<file path="config.mk">
export PLATFORM = sky130hd
export DESIGN_NAME = perf_counter_bank
export DESIGN_NICKNAME = d
export VERILOG_FILES = /design/src/rtl/perf_bank_pkg.sv /design/src/rtl/perf_bitmap_reg.sv /design/src/rtl/perf_counter.sv /design/src/rtl/perf_slot_cfg.sv /design/src/rtl/perf_counter_bank.sv
export SDC_FILE = /design/constraint.sdc
export NUM_CORES = 1
export LEC_CHECK = 0
export BUFFER_PORTS_ARGS = -buffer_cell sky130_fd_sc_hd__buf_2
export CAP_MARGIN = 0
export CORE_MARGIN = 2
export CORE_UTILIZATION = 25
export DETAILED_ROUTE_END_ITERATION = 8
export GPL_TIMING_DRIVEN = 0
export SYNTH_ARGS = -nofsm -noshare
export SYNTH_HDL_FRONTEND = slang
export SYNTH_SLANG_ARGS = --single-unit
</file>
<file path="constraint.sdc">
create_clock -name clk -period 5 [get_ports clk]
set_input_delay 0.25 -clock clk [delete_from_list [all_inputs] [get_ports clk]]
set_output_delay 0.25 -clock clk [all_outputs]
set_load 0.01 [all_outputs]
</file>
<file path="src/rtl/perf_bank_pkg.sv">
package perf_bank_pkg;

  localparam int MAP_W    = 32;
  localparam int EVT_W    = 32;
  localparam int CYC_W    = 64;
  localparam int CYC_BIT  = 31;
  localparam int MAX_EVT  = 8;

  localparam logic [11:0] A_CTRL    = 12'h400;
  localparam logic [11:0] A_EN_CLR  = 12'h403;
  localparam logic [11:0] A_EN_SET  = 12'h404;
  localparam logic [11:0] A_IE_CLR  = 12'h405;
  localparam logic [11:0] A_IE_SET  = 12'h406;
  localparam logic [11:0] A_OV_CLR  = 12'h407;
  localparam logic [11:0] A_OV_SET  = 12'h408;
  localparam logic [11:0] A_CYC_CTL = 12'h409;
  localparam logic [11:0] A_CYC_CNT = 12'h40A;

  // per-counter window: 0x4S0..0x4SF, S = slot + 2
  localparam logic [3:0] WIN_PAGE  = 4'h4;
  localparam logic [3:0] WIN_FIRST = 4'h2;
  localparam logic [3:0] SUB_CTL   = 4'h0;
  localparam logic [3:0] SUB_CNT   = 4'h1;
  localparam logic [3:0] SUB_FLT   = 4'h3;
  localparam logic [3:0] SUB_TYP   = 4'h4;

  typedef struct packed {
    logic ctl;
    logic flt;
    logic typ;
    logic cnt;
  } slot_we_t;

  function automatic logic [MAP_W-1:0] map_mask(int n);
    logic [MAP_W-1:0] m;
    m = '0;
    for (int k = 0; k < MAP_W; k++) begin
      if (k < n) m[k] = 1'b1;
    end
    m[CYC_BIT] = 1'b1;
    return m;
  endfunction

endpackage

</file>
<file path="src/rtl/perf_bitmap_reg.sv">
module perf_bitmap_reg #(
  parameter int W = 32,
  parameter logic [W-1:0] MASK = '1
) (
  input  logic         clk,
  input  logic         rst_n,
  input  logic         set_we,
  input  logic         clr_we,
  input  logic [W-1:0] wdata,
  input  logic [W-1:0] hw_set,
  output logic [W-1:0] q
);

  logic [W-1:0] q_nxt;
  logic         q_ce;
  logic [W-1:0] set_bits;
  logic [W-1:0] clr_bits;

  always_comb begin
    set_bits = set_we ? wdata : '0;
    clr_bits = clr_we ? wdata : '0;
    // hardware set overrides a software clear on the same edge
    q_nxt    = (((q | set_bits) & ~clr_bits) | hw_set) & MASK;
    q_ce     = set_we | clr_we | (|hw_set);
  end

  always_ff @(posedge clk or negedge rst_n) begin
    if (!rst_n) begin
      q <= '0;
    end else if (q_ce) begin
      q <= q_nxt;
    end
  end

endmodule

</file>
<file path="src/rtl/perf_counter.sv">
module perf_counter #(
  parameter int W = 32
) (
  input  logic         clk,
  input  logic         rst_n,
  input  logic         zero,
  input  logic         load,
  input  logic [W-1:0] load_val,
  input  logic         inc,
  output logic [W-1:0] q,
  output logic         wrap
);

  logic [W-1:0] q_nxt;
  logic         q_ce;

  always_comb begin
    q_ce = zero | load | inc;
    wrap = inc & ~zero & ~load & (&q);
    if (zero) begin
      q_nxt = '0;
    end else if (load) begin
      q_nxt = load_val;
    end else begin
      q_nxt = q + {{(W-1){1'b0}}, 1'b1};
    end
  end

  always_ff @(posedge clk or negedge rst_n) begin
    if (!rst_n) begin
      q <= '0;
    end else if (q_ce) begin
      q <= q_nxt;
    end
  end

endmodule

</file>
<file path="src/rtl/perf_slot_cfg.sv">
module perf_slot_cfg #(
  parameter int W = 32
) (
  input  logic         clk,
  input  logic         rst_n,
  input  logic         we_ctl,
  input  logic         we_flt,
  input  logic         we_typ,
  input  logic [W-1:0] wdata,
  output logic [W-1:0] ctl_q,
  output logic [W-1:0] flt_q,
  output logic [W-1:0] typ_q
);

  always_ff @(posedge clk or negedge rst_n) begin
    if (!rst_n) begin
      ctl_q <= '0;
    end else if (we_ctl) begin
      ctl_q <= wdata;
    end
  end

  always_ff @(posedge clk or negedge rst_n) begin
    if (!rst_n) begin
      flt_q <= '0;
    end else if (we_flt) begin
      flt_q <= wdata;
    end
  end

  always_ff @(posedge clk or negedge rst_n) begin
    if (!rst_n) begin
      typ_q <= '0;
    end else if (we_typ) begin
      typ_q <= wdata;
    end
  end

endmodule

</file>
<file path="src/rtl/perf_counter_bank.sv">
module perf_counter_bank
  import perf_bank_pkg::*;
#(
  parameter int NUM_EVT = 4
) (
  input  logic                     clk,
  input  logic                     rst_n,
  input  logic                     reg_wr,
  input  logic [11:0]              reg_addr,
  input  logic [63:0]              reg_wdata,
  output logic [63:0]              reg_rdata,
  input  logic [NUM_EVT-1:0]       evt_pulse,
  output logic [NUM_EVT*EVT_W-1:0] evt_select,
  output logic                     irq
);

  localparam logic [MAP_W-1:0] MASK = map_mask(NUM_EVT);
  localparam logic [4:0]       NUM_FIELD = 5'(NUM_EVT);

  // ---------------- address decode ----------------
  logic [3:0] slot;
  logic [3:0] sub;
  logic       in_window;
  logic       wr_ctrl, wr_en_set, wr_en_clr, wr_ie_set, wr_ie_clr;
  logic       wr_ov_set, wr_ov_clr, wr_cyc_ctl, wr_cyc_cnt;

  always_comb begin
    slot      = reg_addr[7:4] - WIN_FIRST;
    sub       = reg_addr[3:0];
    in_window = (reg_addr[11:8] == WIN_PAGE) && (reg_addr[7:4] >= WIN_FIRST)
                && (int'(slot) < NUM_EVT);
    wr_ctrl    = reg_wr && (reg_addr == A_CTRL);
    wr_en_set  = reg_wr && (reg_addr == A_EN_SET);
    wr_en_clr  = reg_wr && (reg_addr == A_EN_CLR);
    wr_ie_set  = reg_wr && (reg_addr == A_IE_SET);
    wr_ie_clr  = reg_wr && (reg_addr == A_IE_CLR);
    wr_ov_set  = reg_wr && (reg_addr == A_OV_SET);
    wr_ov_clr  = reg_wr && (reg_addr == A_OV_CLR);
    wr_cyc_ctl = reg_wr && (reg_addr == A_CYC_CTL);
    wr_cyc_cnt = reg_wr && (reg_addr == A_CYC_CNT);
  end

  // ---------------- control word ----------------
  logic gen_en_q;
  logic gen_en_nxt;
  logic zero_evt;
  logic zero_cyc;
  logic [31:0] cyc_ctl_q;

  always_comb begin
    gen_en_nxt = reg_wdata[0];
    zero_evt   = wr_ctrl & reg_wdata[1];
    zero_cyc   = wr_ctrl & reg_wdata[2];
  end

  always_ff @(posedge clk or negedge rst_n) begin
    if (!rst_n) begin
      gen_en_q <= 1'b0;
    end else if (wr_ctrl) begin
      gen_en_q <= gen_en_nxt;
    end
  end

  always_ff @(posedge clk or negedge rst_n) begin
    if (!rst_n) begin
      cyc_ctl_q <= '0;
    end else if (wr_cyc_ctl) begin
      cyc_ctl_q <= reg_wdata[31:0];
    end
  end

  // ---------------- bitmaps ----------------
  logic [MAP_W-1:0] en_q;
  logic [MAP_W-1:0] ie_q;
  logic [MAP_W-1:0] ovf_q;
  logic [MAP_W-1:0] ovf_hw;

  perf_bitmap_reg #(.W(MAP_W), .MASK(MASK)) u_en_map (
    .clk(clk), .rst_n(rst_n), .set_we(wr_en_set), .clr_we(wr_en_clr),
    .wdata(reg_wdata[MAP_W-1:0]), .hw_set('0), .q(en_q)
  );

  perf_bitmap_reg #(.W(MAP_W), .MASK(MASK)) u_ie_map (
    .clk(clk), .rst_n(rst_n), .set_we(wr_ie_set), .clr_we(wr_ie_clr),
    .wdata(reg_wdata[MAP_W-1:0]), .hw_set('0), .q(ie_q)
  );

  perf_bitmap_reg #(.W(MAP_W), .MASK(MASK)) u_ovf_map (
    .clk(clk), .rst_n(rst_n), .set_we(wr_ov_set), .clr_we(wr_ov_clr),
    .wdata(reg_wdata[MAP_W-1:0]), .hw_set(ovf_hw), .q(ovf_q)
  );

  // ---------------- counters ----------------
  logic [NUM_EVT*EVT_W-1:0] evt_cnt_flat;
  logic [NUM_EVT*EVT_W-1:0] ctl_flat;
  logic [NUM_EVT*EVT_W-1:0] flt_flat;
  logic [NUM_EVT-1:0]       evt_wrap;
  slot_we_t                 slot_we [NUM_EVT];

  for (genvar i = 0; i < NUM_EVT; i++) begin : g_evt
    logic hit;
    logic inc;

    always_comb begin
      hit            = reg_wr && in_window && (slot == 4'(i));
      slot_we[i].ctl = hit && (sub == SUB_CTL);
      slot_we[i].cnt = hit && (sub == SUB_CNT);
      slot_we[i].flt = hit && (sub == SUB_FLT);
      slot_we[i].typ = hit && (sub == SUB_TYP);
      inc            = gen_en_q & en_q[i] & evt_pulse[i];
    end

    perf_counter #(.W(EVT_W)) u_cnt (
      .clk(clk), .rst_n(rst_n), .zero(zero_evt), .load(slot_we[i].cnt),
      .load_val(reg_wdata[EVT_W-1:0]), .inc(inc),
      .q(evt_cnt_flat[i*EVT_W +: EVT_W]), .wrap(evt_wrap[i])
    );

    perf_slot_cfg #(.W(EVT_W)) u_cfg (
      .clk(clk), .rst_n(rst_n), .we_ctl(slot_we[i].ctl),
      .we_flt(slot_we[i].flt), .we_typ(slot_we[i].typ),
      .wdata(reg_wdata[EVT_W-1:0]),
      .ctl_q(ctl_flat[i*EVT_W +: EVT_W]),
      .flt_q(flt_flat[i*EVT_W +: EVT_W]),
      .typ_q(evt_select[i*EVT_W +: EVT_W])
    );
  end

  logic [CYC_W-1:0] cyc_q;
  logic             cyc_wrap;
  logic             cyc_inc;

  always_comb cyc_inc = gen_en_q & en_q[CYC_BIT];

  perf_counter #(.W(CYC_W)) u_cyc (
    .clk(clk), .rst_n(rst_n), .zero(zero_cyc), .load(wr_cyc_cnt),
    .load_val(reg_wdata), .inc(cyc_inc), .q(cyc_q), .wrap(cyc_wrap)
  );

  always_comb begin
    ovf_hw = '0;
    ovf_hw[NUM_EVT-1:0] = evt_wrap;
    ovf_hw[CYC_BIT]     = cyc_wrap;
  end

  // ---------------- interrupt ----------------
  always_comb irq = |(ovf_q & ie_q);

  // ---------------- read path ----------------
  always_comb begin
    reg_rdata = '0;
    unique case (reg_addr)
      A_CTRL: begin
        reg_rdata[15:11] = NUM_FIELD;
        reg_rdata[0]     = gen_en_q;
      end
      A_EN_CLR, A_EN_SET: reg_rdata[MAP_W-1:0] = en_q;
      A_IE_CLR, A_IE_SET: reg_rdata[MAP_W-1:0] = ie_q;
      A_OV_CLR, A_OV_SET: reg_rdata[MAP_W-1:0] = ovf_q;
      A_CYC_CTL:          reg_rdata[31:0]      = cyc_ctl_q;
      A_CYC_CNT:          reg_rdata            = cyc_q;
      default: begin
        if (in_window) begin
          for (int i = 0; i < NUM_EVT; i++) begin
            if (slot == 4'(i)) begin
              unique case (sub)
                SUB_CTL: reg_rdata[EVT_W-1:0] = ctl_flat[i*EVT_W +: EVT_W];
                SUB_CNT: reg_rdata[EVT_W-1:0] = evt_cnt_flat[i*EVT_W +: EVT_W];
                SUB_FLT: reg_rdata[EVT_W-1:0] = flt_flat[i*EVT_W +: EVT_W];
                SUB_TYP: reg_rdata[EVT_W-1:0] = evt_select[i*EVT_W +: EVT_W];
                default: reg_rdata = '0;
              endcase
            end
          end
        end
      end
    endcase
  end

endmodule

</file>
### Word-level counts from Yosys, hierarchy flattened

Cells that the tools add are included.

| cells by class | value |
|---|---|
| muxes and demuxes | 35 |
| add/sub/neg operators | 6 |
| bitwise operators | 58 |
| eq/ne operators | 16 |
| $lt $le $gt $ge | 2 |
| reductions and logical operators | 48 |

Operators by type and width:

| cell | count |
|---|---|
| 32-bit 2-to-1 mux | 18 |
| 64-bit 2-to-1 mux | 8 |
| 32-bit case mux with 4 select lines | 4 |
| 32-bit by 1-bit adder with 32-bit output, second input constant | 4 |
| 32-bit bitwise AND | 4 |
| 32-bit OR | 4 |
| 32-bit AND reduction | 4 |
| 12-bit by 11-bit == test with 1-bit output, second input constant | 9 |
| 32-bit inverter | 3 |
| 16-bit case mux with 6 select lines | 1 |
| 64-bit by 1-bit adder with 64-bit output, second input constant | 1 |
| 32-bit case mux with 2 select lines | 1 |
| 64-bit AND reduction | 1 |
| 10-bit case mux with 6 select lines | 1 |
| 1-bit logical AND | 32 |
| 32-bit OR reduction | 1 |
| 1-bit bitwise AND | 26 |
| 5-bit case mux with 4 select lines | 1 |
| 1-bit OR | 14 |
| 4-bit by 2-bit == test with 1-bit output, second input constant | 3 |
| 9-bit OR reduction | 1 |
| 4-bit by 1-bit == test with 1-bit output, second input constant | 2 |
| 4-bit by 3-bit == test with 1-bit output, second input constant | 2 |
| 4-bit logical NOT | 2 |
| other kinds (10) | 18 |

| storage, ports and cells | value |
|---|---|
| word-level logic and storage cells | 187 |
| flip-flop bits (word level) | 624 |
| input port bits | 83 |
| output and inout port bits | 193 |

### Logic depth before layout (Yosys ltp)

Gate-level depths: netlist of the first run.

| logic depth | value |
|---|---|
| depth after elaboration | 13 |
| gate-level depth with buffers | 11 |
| mapped depth without buffers | 8 |

### Cells and area by module

From an unflattened synthesis of the first run, not the netlist that was laid out.

| unflattened totals | value |
|---|---|
| cell total of the unflattened synthesis | 3426 |
| area, all modules | 37521.0 µm² |

Modules (own cells, without submodules):

| module | cells each | area an instance (µm²) | sequential area each (µm²) | instances |
|---|---|---|---|---|
| perf_slot_cfg | 204 | 4035.1 | 2402.3 | 4 |
| perf_counter at g_evt[0].u_cnt ... | 236 | 2038.2 | 800.8 | 4 |
| perf_counter_bank | 1028 | 7592.3 | 825.8 | 1 |
| perf_counter at u_cyc | 494 | 4377.9 | 1601.5 | 1 |
| perf_bitmap_reg | 48 | 419.2 | 125.1 | 3 |

### Worst setup path after synthesis of the first run

OpenSTA, ideal clock, no wires.

| path | value |
|---|---|
| kind | in2out |
| from | in reg_addr[5] |
| to | out reg_rdata[9] |
| cell stages on the path | 8 |
| setup slack | 2.458 ns |
| required time | 4.750 ns |
| arrival time | 2.292 ns |
| buffers on the path | 2 |
| path through | buf_2 inv_1 ha_1 xnor2_1 o211ai_4 or4_1 buf_2 o41ai_1 |

| between the ends | value |
|---|---|
| cells in the longest elaborated chain, start to end | 10 |
| elaborated cells between the ends (all ways) | 29 |
| those cells by class | add/sub: 1; order compare: 2; eq/ne: 12; mux: 8; reduce/logical: 6 |

RTL lines:

| item | RTL line | source |
|---|---|---|
| start, declared | perf_counter_bank.sv:9 | `input logic [11:0] reg_addr,` |
| 4-bit by 2-bit subtractor with 4-bit output | perf_counter_bank.sv:28 | `slot = reg_addr[7:4] - WIN_FIRST;` |
| 4-bit logical NOT | perf_counter_bank.sv:165 | `if (slot == 4'(i)) begin` |
| 32-bit 2-to-1 mux | perf_counter_bank.sv:165 |  |
| 64-bit 2-to-1 mux | perf_counter_bank.sv:163 | `if (in_window) begin` |
| 64-bit 2-to-1 mux | perf_counter_bank.sv:152 | `unique case (reg_addr)` |
| 64-bit 2-to-1 mux (3 in series) | perf_counter_bank.sv:165 |  |
| 64-bit 2-to-1 mux | perf_counter_bank.sv:163 |  |
| 10-bit case mux with 6 select lines (*) | perf_counter_bank.sv:152 |  |
| end, declared | perf_counter_bank.sv:11 | `output logic [63:0] reg_rdata,` |

Mark *: on every way between the ends. The rest lies on a longest branch, timed or not. The select of a mux whose other input is x is not followed.

### Worst setup path in the final report of the first run

| path | value |
|---|---|
| from | in reg_addr[0] |
| to | out reg_rdata[4] |

| between the ends | value |
|---|---|
| cells in the longest elaborated chain, start to end | 10 |
| elaborated cells between the ends (all ways) | 28 |
| those cells by class | eq/ne: 12; mux: 12; reduce/logical: 4 |

RTL lines:

| item | RTL line | source |
|---|---|---|
| 4-bit by 3-bit == test with 1-bit output, or another cell as far along | perf_counter_bank.sv:166 | `unique case (sub)` |
| 32-bit case mux with 4 select lines | perf_counter_bank.sv:166 |  |
| 32-bit 2-to-1 mux | perf_counter_bank.sv:165 |  |
| 64-bit 2-to-1 mux | perf_counter_bank.sv:163 |  |
| 64-bit 2-to-1 mux | perf_counter_bank.sv:152 |  |
| 64-bit 2-to-1 mux (3 in series) | perf_counter_bank.sv:165 |  |
| 64-bit 2-to-1 mux | perf_counter_bank.sv:163 |  |
| 10-bit case mux with 6 select lines (*) | perf_counter_bank.sv:152 |  |

Marked as above.

==> summary.md, run 1 <==
| Metric | Value |
|---|---|
| Hold Crit Class | primary input to flip-flop |
| CP Data Arrival Time | 4.61 ns |
| Worst R2R End | u_ovf_map.q[3] |
| Worst-Margin Slew | 1.36 ns |
| Max Cap Viol | 0 |
| Setup bufs post-CTS | 0 |
| Peak supply drop | 0.000194 V |
| Cells after DPL | 5042 |
| Syn Nets | 3128 |
| Main flop type after synthesis | dfrtp_1 |
| Rel. slew slack | 9.50% |
| Vias in the first global route | 27806 |
| PwrDens | 288 mW/mm^2 |
| CORE AREA | 0.130 mm^2 |
| Overflow after GRT | 0 |
| Die Wd | 366 um |
| Setup Viol. Count Final | 0 |
| 1st-iter DRT viols | 3974 |
| Antenna violations before repair | 31 |
| Outcome | finished clean |
| Row cnt | 132 |
| RSZ-0062 raised after global routing | false |
| Max Fanout on Critical Path | 10 |
| Worst path depth | 8 |
| DR vias/cell | 5.57 |
| Vias | 29054 |
| Residual DRC | 0 |
| Total Wirelength | 161000 um |
| Critical path origin | reg_addr[0] |
| Total CTS buffers | 71 |
| Max stage delay on crit path | 1.03 ns |
| Reg2reg start | u_en_map.q[3] |
| Non-Filler Instances | 5214 |
| Final core occ | 30.1% |
| Netlist cell types | 63 |
| Synth Register Bits | 624 |
| Synth Instances | 3038 |
| Final worst clock skew | 0.0242 ns |
| Flop2flop setup slack | 1.80 ns |
| Final period util | 97.1% |
| LEAKAGE | 17.8 nW |
| Starting Density | 25.3% |
| Die area | 0.134 mm^2 |
| Share of post-route cells with drive strength above 1 | 28.9% |
| Most frequent cells in the layout | dfrtp_1 (624), mux2_2 (446), buf_2 (357), nand2_1 (179), o21ai_0 (178) |
| Worst path most repeated cell | buf_2 |
| Setup CP Type | primary input to output port |
| Sequential cell area fraction in the yosys report | 47.6% |
| Ports | 276 |
| H-tree depth | 3 |
| Final-stage net count | 3498 |
| FFs w/ async S/R, synth | 100% |
| CTS tree | done |
| HPWL after DPL | 120000 um |
| Final min period | 4.86 ns |
| Final ANT Viol Nets | 0 |
| Crit start category | primary input |
| Fin. Hold Viols | 0 |
| Global-route wire length before repair | 221000 um |
| Clock buffer depth | 3 |
| RD Place Congestion | 0.974 |
| Post-synth EDFFs | 0 |
| Largest net degree at the start of global routing | 119 |
| # clock sinks | 624 |
| Crit-path cells | buf_2 > nor4_4 > clkbuf_1 > a22oi_1 > a22o_1 > nor4_1 > a221o_1 > buf_2 |
| Yosys synthesis warning count | 0 |
| CTS Root Cell | clkbuf_16 |
| CP endpoint kind | output port |
| Clk_lat worst skew | 0.65 ns |
| CP top delay family | simple AND/OR/NAND/NOR gates |
| FMAX | 206 MHz |
| End point of the critical path | reg_rdata[4] |
| Cell Area, Synth | 0.0328 mm^2 |
| GRT Util Overall | 23.0% |
| Area Growth Syn to Fin | 19.3% |
| Commonest non-fill, non-tap cell in the layout | dfrtp_1 |
| Slowest CP cell | nor4_4 |
| Syn avg cell area | 10.8 um^2 |
| Routed length per instance | 30.9 um |
| Post-route cell area | 0.0392 mm^2 |
| DIE HEIGHT | 366 um |
| IO Port Bufs | 256 |
| PostCTS Resize Cnt | 0 |
| Clk slew on worst S/H paths | 0.06 ns |
| Reg2Reg Depth | 5 |
| Number of detailed-route iterations in the first pass | 6 |
| Final Slew Violations | 0 |
| DP Area | 0.0364 mm^2 |
| CP bufs+invs | 3 |
| Critical path data required time | 4.75 ns |
-- worst register-to-register path: stages, from the launching register on --
cell	delay (ns)
dfrtp_1	0.63
nand4_1	0.39
nor4_2	0.91
nand2_1	0.17
nor4_2	0.78
a31o_2	0.27
-- metal layers --
layer | wire length, um | vias up | track usage (%) | share of wire, %
met2 | 69500 | 1865 | 34.5 | 43
met5 | 170 | - | 0 | 0.11
met4 | 9480 | 24 | 12.3 | 5.9
met1 | 61700 | 14843 | 29.1 | 38
met3 | 20000 | 404 | 8.06 | 12
li1 | - | 11918 | - | -
-- report_power, final --
part | switching (mW) | total (mW) | internal [mW]
Clock | 2.31 | 5.40 | 3.09
Sequential | 0.0343 | 5.11 | 5.08
Combinational | 0.605 | 0.785 | 0.179
Total | 2.95 | 11.3 | 8.34
-- stage by stage --
stage          worst slack [ns]  total power [mW]  setup TNS (ns)  hold slack [ns]
3_5_place_dp              0.746              5.94               0            0.279
6_report                  0.144              11.3               0           0.0513
3_3_place_gp             -10.23              5.93        -6305.69            0.462
2_1_floorplan              2.46              5.46               0          -0.0456
4_1_cts                   0.732              11.3               0           0.0103
5_1_grt                   0.396              11.5               0           0.0561
-- final cells by class --
class                      count  area (um^2)
fill                       13488        90800
multi-input combinational   2133        15900
sequential                   624        15600
tap                         1742         2180
clock buffer                 110         2110
timing repair buffer         297         1780
buffer                       267         1290
clock inverter                19          226
inverter                      14         52.6
antenna                        8         20.0
-- Yosys cell counts (4+ instances only) --
library cell	instances	share of area, %
a211oi_1	127	2.9
a21oi_1	161	2.5
a221o_1	24	0.73
a221oi_1	26	0.69
a22o_1	46	1.2
a22oi_1	49	1.1
a31oi_1	6	0.11
and2_1	9	0.17
and3_1	69	1.3
and4_1	23	0.61
buf_1	19	0.22
buf_2	101	1.5
buf_4	27	0.62
buf_6	8	0.27
clkbuf_1	110	1.3
dfrtp_1	624	48
ha_1	7	0.27
inv_1	14	0.16
mux2_1	32	1.1
mux2_2	446	15
mux2i_1	70	2.1
nand2_1	179	2.0
nand2b_1	7	0.13
nand3_1	78	1.2
nand4_1	72	1.4
nor2_1	149	1.7
nor2_2	16	0.30
nor3_1	44	0.67
nor4_1	47	0.90
nor4_2	4	0.15
o211ai_1	10	0.23
o21ai_0	178	2.7
o21ai_1	4	0.061
o2bb2ai_1	5	0.13
or2_2	7	0.13
or3_1	6	0.11
or4_1	6	0.14
xnor2_1	86	2.3
xor2_1	95	2.5
-- registers in the layout, indices dropped and copies added (netlist names) --
name	cells
g_evt.u_cfg.ctl_q	128
g_evt.u_cfg.typ_q	128
u_ovf_map.q	5
u_cyc.q	64
u_en_map.q	5
gen_en_q	1
cyc_ctl_q	32
g_evt.u_cfg.flt_q	128
u_ie_map.q	5
g_evt.u_cnt.q	128
-- kinds of logic after synthesis --
group	count (synthesis)	share of synthesized area [%]
xor+xnor	181	4.83
flops	624	47.6
simple gates	740	11.7
fa+ha+maj	7	0.267
mux	548	18.5
buf+inv	281	4.10
compound gates	657	13.0
-- worst min-delay path by stage --
stage	start	end	cells after the start
finish	reg_wdata[0]	g_evt[2].u_cnt.q[0]	3
global route	reg_wdata[0]	g_evt[2].u_cnt.q[0]	3
CTS	reg_wdata[0]	u_ie_map.q[0]	4
floorplan	rst_n	cyc_ctl_q[0]	0
detailed placement	rst_n	u_cyc.q[52]	1
global placement	g_evt[2].u_cfg.flt_q[12]	g_evt[2].u_cfg.flt_q[12]	1
-- what timing repair did --
action                                  in CTS  in global routing
hold buffers                                35                  0
endpoints found under the hold margin      115                  0
endpoints found under the setup margin       0                  0
Power figures use the tool's default switching activity.
==> inputs of run 2 (changes only) <==
--- a/config.mk
+++ b/config.mk
@@ -11,6 +11,7 @@
 export CORE_UTILIZATION = 25
 export DETAILED_ROUTE_END_ITERATION = 8
 export GPL_TIMING_DRIVEN = 0
+export PLACE_DENSITY = 0.36
 export SYNTH_ARGS = -nofsm -noshare
 export SYNTH_HDL_FRONTEND = slang
 export SYNTH_SLANG_ARGS = --single-unit
==> summary.md, run 2 (synthesis results as in run 1) <==
| Metric | Value |
|---|---|
| Outcome | finished clean |
| Setup Viol. Count Final | 0 |
| Setup bufs post-CTS | 0 |
| Commonest non-fill, non-tap cell in the layout | dfrtp_1 |
| DR vias/cell | 5.38 |
| DIE HEIGHT | 366 um |
| Number of detailed-route iterations in the first pass | 5 |
| Largest net degree at the start of global routing | 106 |
| Area Growth Syn to Fin | 20.7% |
| CORE AREA | 0.130 mm^2 |
| Overflow after GRT | 0 |
| Final min period | 4.98 ns |
| FF/Latch Area | 0.0156 mm^2 |
| Rel. slew slack | 2.26% |
| Max Fanout on Critical Path | 10 |
| CP Data Arrival Time | 4.73 ns |
| Cells after DPL | 5045 |
| Most frequent cells in the layout | dfrtp_1 (624), mux2_2 (446), buf_2 (357), nand2_1 (179), o21ai_0 (178) |
| FMAX | 201 MHz |
| Global-route wire length before repair | 248000 um |
| Max Cap Viol | 0 |
| Total Wirelength | 183000 um |
| Setup CP Type | primary input to output port |
| Starting Density | 25.3% |
| PwrDens | 306 mW/mm^2 |
| Final worst clock skew | 0.0275 ns |
| Final core occ | 30.5% |
| Vias in the first global route | 27949 |
| LEAKAGE | 18.1 nW |
| Fin. Hold Viols | 0 |
| Crit start category | primary input |
| CTS tree | done |
| Die area | 0.134 mm^2 |
| 1st-iter DRT viols | 2722 |
| Multi-input gate area | 0.0159 mm^2 |
| Final ANT Viol Nets | 0 |
| Row cnt | 132 |
| Final Slew Violations | 0 |
| Ports | 276 |
| Clk_lat worst skew | 0.67 ns |
| # clock sinks | 624 |
| IO Port Bufs | 256 |
| Share of post-route cells with drive strength above 1 | 29.6% |
| Residual DRC | 0 |
| Antenna violations before repair | 29 |
| Non-Filler Instances | 5233 |
| Die Wd | 366 um |
| CTS Root Cell | clkbuf_16 |
| Clk slew on worst S/H paths | 0.06 ns |
| Filler cells | 13634 |
| Peak supply drop | 0.000207 V |
| Total CTS buffers | 81 |
| RSZ-0062 raised after global routing | false |
| Clock buffer depth | 3 |
| GRT Util Overall | 26.5% |
| H-tree depth | 3 |
| CP endpoint kind | output port |
| Critical path data required time | 4.75 ns |
| Vias | 28145 |
| Final-stage net count | 3512 |
| Hold Crit Class | primary input to flip-flop |
| Final period util | 99.6% |
| HPWL after DPL | 135000 um |
| Routed length per instance | 34.9 um |
| Worst-Margin Slew | 1.47 ns |
| RD Place Congestion | 0.904 |
-- run 2: power by group --
part / switching, mW / leakage, nW / internal [mW]
registers: 0.0366 / 8.38 / 5.08
logic: 0.655 / 8.33 / 0.183
clock network: 2.51 / 1.35 / 3.64
total: 3.20 / 18.1 / 8.90
-- run 2: worst max-delay path, cell delays in order --
cell	delay, ns
buf_2	0.18
nor4_4	1.06
clkbuf_1	1.14
nand2_1	0.10
o21ai_0	0.12
a211oi_1	0.12
nor4_1	1.14
a221o_1	0.41
buf_2	0.18
-- run 2: layout make-up --
| cell class | instances | area share (%) |
|---|---|---|
| multi-input combinational | 2133 | 40.1 |
| clock buffer | 118 | 6.08 |
| buffer | 267 | 3.27 |
| sequential | 624 | 39.4 |
| antenna | 7 | 0.0442 |
| inverter | 14 | 0.133 |
| tap | 1742 | 5.50 |
| timing repair buffer | 301 | 4.66 |
| clock inverter | 27 | 0.768 |
-- run 2: final timing paths --
path | startpoint | end | slack, ns | cells after the start
worst max-delay path | reg_addr[0] | reg_rdata[31] | 0.02 | 9
worst min-delay path | reg_wdata[12] | g_evt[0].u_cnt.q[12] | 0.07 | 3
worst max register to register | gen_en_q | u_ovf_map.q[3] | 1.76 | 6
worst min register to register | g_evt[2].u_cfg.flt_q[12] | g_evt[2].u_cfg.flt_q[12] | 0.48 | 1
max in group asynchronous | rst_n | g_evt[1].u_cfg.flt_q[29] | 2.95 | 5
min in group asynchronous | rst_n | g_evt[2].u_cnt.q[2] | 0.12 | 2
-- run 2: per-stage QoR --
stage | power (mW) | setup slack [ns] | instance area (um^2) | TNS (ns) | hold WS, ns
detailed placement | 6.01 | 0.262 | 36500 | 0 | 0.207
global placement | 6.00 | -11.57 | 36300 | -7130.78 | 0.461
CTS | 12.2 | 0.247 | 39600 | 0 | 0.0269
floorplan | 5.46 | 2.46 | 32800 | 0 | -0.0456
global route | 12.4 | 0.119 | 39600 | 0 | 0.0617
finish | 12.1 | 0.0177 | 39600 | 0 | 0.0669
-- run 2: layer usage --
| layer | vias to the layer above | wire length (um) | share of wire, % | GRT usage, % |
|---|---|---|---|---|
| li1 | 11956 | - | - | - |
| met1 | 14904 | 82000 | 45 | 36.3 |
| met2 | 1062 | 85800 | 47 | 43.4 |
| met3 | 221 | 8500 | 4.7 | 2.85 |
| met4 | 2 | 6430 | 3.5 | 9.24 |
| met5 | - | 48 | 0.026 | 0 |
-- run 2: timing repair --
action | in CTS | in global routing
endpoints found under the setup margin | 0 | 0
resized for setup | 0 | 0
endpoints found under the hold margin | 155 | 0
hold buffers | 36 | 0
